--- src/rtl/ptc_pkg.sv ---
package ptc_pkg;
  typedef enum logic [2:0] {
    A_CNT_LO  = 3'd0,
    A_CNT_HI  = 3'd1,
    A_CMP0_LO = 3'd2,
    A_CMP1_LO = 3'd3,
    A_CMP_HI  = 3'd4,
    A_CTRL    = 3'd5
  } ptc_addr_e;

  // control word, bit 0 is not_gt
  typedef struct packed {
    logic pulse_clr;
    logic lat_sel;
    logic add_zero;
    logic not_gt;
  } ptc_ctrl_t;

  localparam int CTRL_W      = 4;
  localparam int OVF_W1C_BIT = 8;
  localparam int HI_STRIDE   = 8;  // spacing of threshold nibbles in A_CMP_HI
  localparam int N_CMP       = 2;
endpackage

--- src/rtl/ptc_regs.sv ---
module ptc_regs
  import ptc_pkg::*;
#(
  parameter int CNT_W = 36,
  parameter int DW    = 32
) (
  input  logic             clk,
  input  logic             rst_n,
  input  logic             wr_en,
  input  logic [2:0]       wr_addr,
  input  logic [DW-1:0]    wr_data,
  output ptc_ctrl_t        ctrl_o,
  output logic [CNT_W-1:0] cmp0_o,
  output logic [CNT_W-1:0] cmp1_o,
  output logic             wr_lo_o,
  output logic             wr_hi_o,
  output logic             ovf_w1c_o
);
  localparam int HI_W = CNT_W - DW;

  logic [CNT_W-1:0] cmp_q [N_CMP];

  assign wr_lo_o   = wr_en && (wr_addr == A_CNT_LO);
  assign wr_hi_o   = wr_en && (wr_addr == A_CNT_HI);
  assign ovf_w1c_o = wr_en && (wr_addr == A_CTRL) && wr_data[OVF_W1C_BIT];

  always_ff @(posedge clk) begin
    if (!rst_n) ctrl_o <= '0;
    else if (wr_en && wr_addr == A_CTRL) ctrl_o <= ptc_ctrl_t'(wr_data[CTRL_W-1:0]);
  end

  for (genvar g = 0; g < N_CMP; g++) begin : g_cmp
    localparam logic [2:0] LO_ADDR = 3'(A_CMP0_LO) + 3'(g);
    always_ff @(posedge clk) begin
      if (!rst_n) begin
        cmp_q[g] <= {{HI_W{1'b1}}, {DW{1'b0}}};
      end else if (wr_en) begin
        if (wr_addr == LO_ADDR)
          cmp_q[g][DW-1:0] <= wr_data;
        if (wr_addr == A_CMP_HI)
          cmp_q[g][CNT_W-1:DW] <= wr_data[g*HI_STRIDE +: HI_W];
      end
    end
  end

  assign cmp0_o = cmp_q[0];
  assign cmp1_o = cmp_q[1];
endmodule

--- src/rtl/ptc_gate.sv ---
module ptc_gate (
  input  logic clk,
  input  logic rst_n,
  input  logic pulse_mode,
  input  logic lat_sel,
  input  logic cnt_en_i,
  input  logic q_empty_i,
  input  logic q_nonempty_i,
  input  logic clr_src_i,
  output logic clr_o,
  output logic en_o
);
  logic src_d, lat_q;

  always_ff @(posedge clk) begin
    if (!rst_n) src_d <= 1'b0;
    else        src_d <= clr_src_i;
  end

  assign clr_o = pulse_mode ? (clr_src_i & ~src_d) : clr_src_i;
  assign en_o  = lat_sel ? lat_q : cnt_en_i;

  always_ff @(posedge clk) begin
    if (!rst_n)            lat_q <= 1'b0;
    else if (clr_o)        lat_q <= 1'b0;
    else if (q_nonempty_i) lat_q <= 1'b0;
    else if (q_empty_i)    lat_q <= 1'b1;
  end

  // a pulsed clear never lasts two cycles while the mode is held
  assert_pulse_single_R8: assert property (@(posedge clk) disable iff (!rst_n)
    (pulse_mode && $past(pulse_mode) && $past(clr_o)) |-> !clr_o);

  // a lone empty event latches the enable
  assert_lat_set_R6: assert property (@(posedge clk) disable iff (!rst_n)
    $past(q_empty_i && !q_nonempty_i && !clr_o) |-> lat_q);

  // any clear drops the latched enable
  assert_lat_clr_R6: assert property (@(posedge clk) disable iff (!rst_n)
    $past(clr_o) |-> !lat_q);
endmodule

--- src/rtl/ptc_accum.sv ---
module ptc_accum #(
  parameter int CNT_W = 36,
  parameter int DW    = 32,
  parameter int IN_W  = 16
) (
  input  logic             clk,
  input  logic             rst_n,
  input  logic             clr,
  input  logic             en,
  input  logic             add_zero,
  input  logic [IN_W-1:0]  incr,
  input  logic             wr_lo,
  input  logic             wr_hi,
  input  logic [DW-1:0]    wr_data,
  input  logic             ovf_w1c,
  output logic [CNT_W-1:0] cnt_o,
  output logic             ovf_o
);
  localparam int HI_W = CNT_W - DW;

  logic [CNT_W-1:0] incr_x;
  logic [CNT_W:0]   sum;
  logic             acc, wrap;

  assign incr_x = {{(CNT_W-IN_W){1'b0}}, incr};
  assign sum    = {1'b0, cnt_o} + {1'b0, incr_x};
  assign acc    = en && !clr && !wr_lo && !wr_hi;
  assign wrap   = acc && !add_zero && sum[CNT_W];

  always_ff @(posedge clk) begin
    if (!rst_n)      cnt_o <= '0;
    else if (clr)    cnt_o <= '0;
    else if (wr_lo)  cnt_o[DW-1:0] <= wr_data;
    else if (wr_hi)  cnt_o[CNT_W-1:DW] <= wr_data[HI_W-1:0];
    else if (en)     cnt_o <= add_zero ? incr_x : sum[CNT_W-1:0];
  end

  always_ff @(posedge clk) begin
    if (!rst_n)       ovf_o <= 1'b0;
    else if (wrap)    ovf_o <= 1'b1;
    else if (ovf_w1c) ovf_o <= 1'b0;
  end

  assert_ovf_sticky_R3: assert property (@(posedge clk) disable iff (!rst_n)
    $fell(ovf_o) |-> $past(ovf_w1c));

  assert_clear_zero_R7: assert property (@(posedge clk) disable iff (!rst_n)
    $past(clr) |-> cnt_o == '0);

  assert_addzero_load_R4: assert property (@(posedge clk) disable iff (!rst_n)
    $past(acc && add_zero) |-> (cnt_o == $past(incr_x)) && !$rose(ovf_o));
endmodule

--- src/rtl/ptc_cmp.sv ---
module ptc_cmp #(
  parameter int CNT_W = 36
) (
  input  logic             clk,
  input  logic             rst_n,
  input  logic [CNT_W-1:0] cnt,
  input  logic [CNT_W-1:0] thr,
  input  logic             not_gt,
  output logic             status_o
);
  logic above;
  assign above = cnt > thr;

  always_ff @(posedge clk) begin
    if (!rst_n) status_o <= 1'b0;
    else        status_o <= not_gt ? !above : above;
  end

  // at equality the status equals the polarity bit
  assert_status_equal_R9: assert property (@(posedge clk) disable iff (!rst_n)
    $past(rst_n) && $past(cnt == thr) |-> status_o == $past(not_gt));
endmodule

--- src/rtl/perf_threshold_counter.sv ---
module perf_threshold_counter
  import ptc_pkg::*;
#(
  parameter int CNT_W = 36,
  parameter int DW    = 32,
  parameter int IN_W  = 16
) (
  input  logic             clk,
  input  logic             rst_n,
  input  logic             wr_en,
  input  logic [2:0]       wr_addr,
  input  logic [DW-1:0]    wr_data,
  input  logic             cnt_en_i,
  input  logic [IN_W-1:0]  incr_i,
  input  logic             q_empty_i,
  input  logic             q_nonempty_i,
  input  logic             clr_src_i,
  output logic [CNT_W-1:0] count_o,
  output logic             overflow_o,
  output logic [N_CMP-1:0] status_o
);
  ptc_ctrl_t        ctrl;
  logic [CNT_W-1:0] thr [N_CMP];
  logic             wr_lo, wr_hi, w1c, clr, en;

  ptc_regs #(.CNT_W(CNT_W), .DW(DW)) u_regs (
    .clk, .rst_n, .wr_en, .wr_addr, .wr_data,
    .ctrl_o(ctrl), .cmp0_o(thr[0]), .cmp1_o(thr[1]),
    .wr_lo_o(wr_lo), .wr_hi_o(wr_hi), .ovf_w1c_o(w1c)
  );

  ptc_gate u_gate (
    .clk, .rst_n,
    .pulse_mode(ctrl.pulse_clr), .lat_sel(ctrl.lat_sel),
    .cnt_en_i, .q_empty_i, .q_nonempty_i, .clr_src_i,
    .clr_o(clr), .en_o(en)
  );

  ptc_accum #(.CNT_W(CNT_W), .DW(DW), .IN_W(IN_W)) u_acc (
    .clk, .rst_n, .clr, .en, .add_zero(ctrl.add_zero), .incr(incr_i),
    .wr_lo, .wr_hi, .wr_data, .ovf_w1c(w1c),
    .cnt_o(count_o), .ovf_o(overflow_o)
  );

  for (genvar k = 0; k < N_CMP; k++) begin : g_stat
    ptc_cmp #(.CNT_W(CNT_W)) u_cmp (
      .clk, .rst_n, .cnt(count_o), .thr(thr[k]),
      .not_gt(ctrl.not_gt), .status_o(status_o[k])
    );
  end

  // with the latched path selected the direct enable cannot start counting
  assert_enable_sel_R5: assert property (@(posedge clk) disable iff (!rst_n)
    $past(ctrl.lat_sel && !en && !clr && !wr_lo && !wr_hi) |-> $stable(count_o));
endmodule

--- config.mk ---
export PLATFORM = sky130hd
export DESIGN_NAME = perf_threshold_counter
export DESIGN_NICKNAME = d
export VERILOG_FILES = /design/src/rtl/ptc_pkg.sv /design/src/rtl/ptc_regs.sv /design/src/rtl/ptc_gate.sv /design/src/rtl/ptc_accum.sv /design/src/rtl/ptc_cmp.sv /design/src/rtl/perf_threshold_counter.sv
export SDC_FILE = /design/constraint.sdc
export NUM_CORES = 1
export LEC_CHECK = 0
export BUFFER_PORTS_ARGS = -buffer_cell sky130_fd_sc_hd__buf_2
export CORE_UTILIZATION = 40
export DETAILED_ROUTE_END_ITERATION = 16
export GPL_TIMING_DRIVEN = 0
export RECOVER_POWER = 50
export SLEW_MARGIN = 20
export SYNTH_ARGS = -nofsm -noshare
export SYNTH_HDL_FRONTEND = slang
export SYNTH_HIERARCHICAL = 1
export SYNTH_SLANG_ARGS = --single-unit
--- constraint.sdc ---
create_clock -name clk -period 4.5 [get_ports clk]
set_clock_uncertainty 0.15 [all_clocks]
set_input_delay 0.9 -clock clk [delete_from_list [all_inputs] [get_ports clk]]
set_output_delay 0.9 -clock clk [all_outputs]
set_load 0.01 [all_outputs]
==> impl_metrics.csv <==
group,metric,value,unit
setup_path,required,4.51,ns
setup_path,slowest_delay,0.89,ns
timing,slew_violations,13,
setup_path,critPathMaxFanout,20,
setup_path,worstSetupPathType,"input pin to register",
detailed_routing,via_per_inst,5.59,
detailed_routing,drt_iter0_drc,429,
global_route,grt_pass1_vias,6643,
setup_path,cp_cell_sequence,"clkbuf_1 > clkbuf_1 > clkbuf_1 > o21ai_0 > buf_16",
global_route,use_met3,0.0440,
clocking,cts_num_sinks,117,
synth,netlist_area,8060,um2
clocking,clkLatencyLatePin,0.42,ns
detailed_routing,drcViolationCount,0,
global_route,grt.met2_usage,0.404,
global_route,top_usage_layer,"met2",
die,die-width,144,um
clocking,clock_path_buffers,2,
synth,ys_ff_latch,117,
global_route,grt_max_degree,21,
cells_and_area,syn_to_final_growth,17.7,%
hold_path,min-delay-start,"u_regs/ctrl_o[2]",
die,initial_core_util,0.411,
synth,synth_nets,996,
setup_path,crit_top_cell,"clkbuf_1",
setup_path,crit_path_start,"rst_n",
setup_path,cp-start-kind,"input pin",
clocking,h-tree-depth,4,
synth,ys_warn_count,6,
global_route,track_usage,0.247,
setup_path,critPathArrivalTime,3.54,ns
cells_and_area,stdcell_count,1244,
die,rows,51,
power,cellLeakagePower,0.00434,uW
detailed_routing,drt_wl_total,24.4,mm
synth,seq_area_frac_synth,0.380,
detailed_routing,vias,6955,
synth,async_reset_ff_frac,0,
synth,synth_edf_count,72,
placed_design,placed_area,8950,um2
global_route,antenna_found_initial,0,
clocking,cts_made_buffers,17,
detailed_routing,antenna_left,0,
flow_run,drv_cap,1,
placed_design,dp_hpwl,18.7,mm
die,core_area,19600,um2
timing,period_share,0.783,
timing,hold_viol_final,0,
die,ios,97,
power,ir_worst_vdd,0.000241,V
setup_path,slowest_stage,"o21ai_0",
setup_path,end_kind,"register",
power,powerDensity,334,nW/um2
setup_path,r2r-start,"u_acc/cnt_o[1]",
die,die_h,144,um
placed_design,gp_congestion,0.924,
run_status,status,"finished, violations left",
synth,dominantRegCellSynth,"edfxtp_1",
timing,max_slew_margin,-0.555,
detailed_routing,dr.pass1.iters,5,
synth,syn_inst,849,
hold_path,hold_class,"register to register",
timing,min_period,3.52,ns
die,die-area,20700,um2
global_route,grtUsageMet1,0.325,
timing,rsz0062_at_grt,"no",
global_route,overflow,0,
clocking,cts_tree,"done",
cells_and_area,design_area,9480,um2
synth,ys_types,76,
run_status,violations,"capacitance limit, slew limit",
detailed_routing,wl_per_cell,19.7,um
clocking,clockRootBuffer,"clkbuf_16",
synth,avgSynthCellArea,9.49,um2
timing,tightestPinTransition,2.31,ns
placed_design,dp_cells,1211,
clocking,hold_buffers,0,
cells_and_area,drive_gt1_frac,0.149,
clocking,cts.clk_slew.worst_paths,0.06,ns
timing,fmax,284,MHz
global_route,grt_pass1_wl,37.3,mm
cells_and_area,nets,1112,
clocking,ctsResizeCount,0,
placed_design,io_buffers,95,
timing,setup_violations,0,
clocking,postCtsSetupBuffers,0,
## metal layers
| layer | part of all wire | wire [um] |
|---|---|---|
| met2 | 0.47 | 11500 |
| met5 | 0 | 0 |
| met4 | 0.020 | 482 |
| met3 | 0.052 | 1270 |
| met1 | 0.46 | 11200 |
## cells by family (layout without fill, tap and decap cells)
logic type | count (synthesis) | in the layout | synth area share
and+or+nand+nor | 278 | 278 | 0.199
AOI/OAI and AO/OA | 212 | 212 | 0.180
buffers and inverters | 123 | 252 | 0.0677
DFF | 117 | 117 | 0.380
adders and majority gates | 89 | 89 | 0.139
xor gates and xnor gates | 18 | 18 | 0.0196
muxes | 12 | 12 | 0.0152
other | 0 | 1 | 0
## worst max-delay path, delay by kind of cell
kind / cells / cell delay, ns
compound gates: 1 / 0.89
buf+inv: 4 / 1.72
## layout by cell type (no fill, tap or decap), types with 5 or more instances in the layout
master	netlist	layout
a211oi_1	7	7
a21o_1	13	13
a21oi_1	62	62
a221o_1	6	6
a22oi_1	14	14
a31oi_1	5	5
and2_1	7	7
and3_1	69	69
buf_2	7	83
bufinv_16	0	5
clkbuf_1	18	45
clkbuf_16	0	17
dfxtp_1	45	45
edfxtp_1	72	72
ha_1	88	88
inv_1	90	90
mux2i_1	10	10
nand2_1	59	59
nand2b_1	5	5
nand3_1	20	20
nand3b_1	12	12
nand4_1	21	21
nor2_1	39	39
nor2b_1	5	5
nor3_1	6	6
nor4b_1	5	5
o211ai_1	6	6
o21a_1	5	5
o21ai_0	40	39
o221ai_1	8	8
o22ai_1	9	9
xnor2_1	8	8
xor2_1	10	10
## area by class of cell
cell class	instances	area [um2]
Antenna cell	1	2.50
Fill cell	1899	10100
Multi-Input combinational cell	609	4460
Clock buffer	19	443
Clock inverter	13	204
Inverter	91	342
Timing Repair Buffer	97	509
Tap cell	265	332
Buffer	32	126
Sequential cell	117	3060
## flip-flops by register name (all words and copies together) (netlist names)
| register | cells |
|---|---|
| g_stat.u_cmp/status_o | 2 |
| u_gate/src_d | 1 |
| u_acc/ovf_o | 1 |
| u_regs/cmp_q | 72 |
| u_regs/ctrl_o | 4 |
| u_acc/cnt_o | 36 |
| u_gate/lat_q | 1 |
## worst paths after layout
check | end | slack (ns) | cells past startpoint
worst min register to register | u_regs/ctrl_o[2] | 0.35 | 2
worst min-delay path | u_regs/ctrl_o[2] | 0.35 | 2
worst max-delay path | u_regs/cmp_q[0][17] | 0.98 | 5
worst max register to register | u_acc/cnt_o[17] | 1.43 | 8
## power breakdown
part / switching, uW / internal [uW] / leakage, uW
Combinational: 277 / 163 / 0.00297
Clock: 505 / 994 / 0.000307
Sequential: 34.6 / 1190 / 0.00106
Total: 817 / 2350 / 0.00434
## synthesized netlist by cell type (all sizes together), types with 12 or more instances
cell,n,area [um2]
inv,90,338
ha,88,1100
and3,74,473
edfxtp,72,2160
a21oi,62,310
nand2,59,221
dfxtp,45,901
o21ai,44,228
nor2,39,146
nand4,23,156
nand3,20,100
clkbuf,18,67.6
a22oi,14,105
buf,14,136
a21o,13,97.6
nand3b,12,90.1
## metrics by stage
step | power, uW | setup WS, ns | setup TNS [ns] | hold WS, ns | utilization
2_1_floorplan | 1520 | 0.274 | 0 | 0.290 | -
3_3_place_gp | 1680 | -1.63 | -99.29 | 0.306 | 0.453
3_5_place_dp | 1690 | 0.703 | 0 | 0.339 | 0.457
4_1_cts | 3190 | 1.15 | 0 | 0.347 | 0.490
5_1_grt | 3290 | 0.759 | 0 | 0.375 | 0.484
6_report | 3170 | 0.976 | 0 | 0.346 | 0.484
Note: power is estimated with default switching activity, not from simulation.
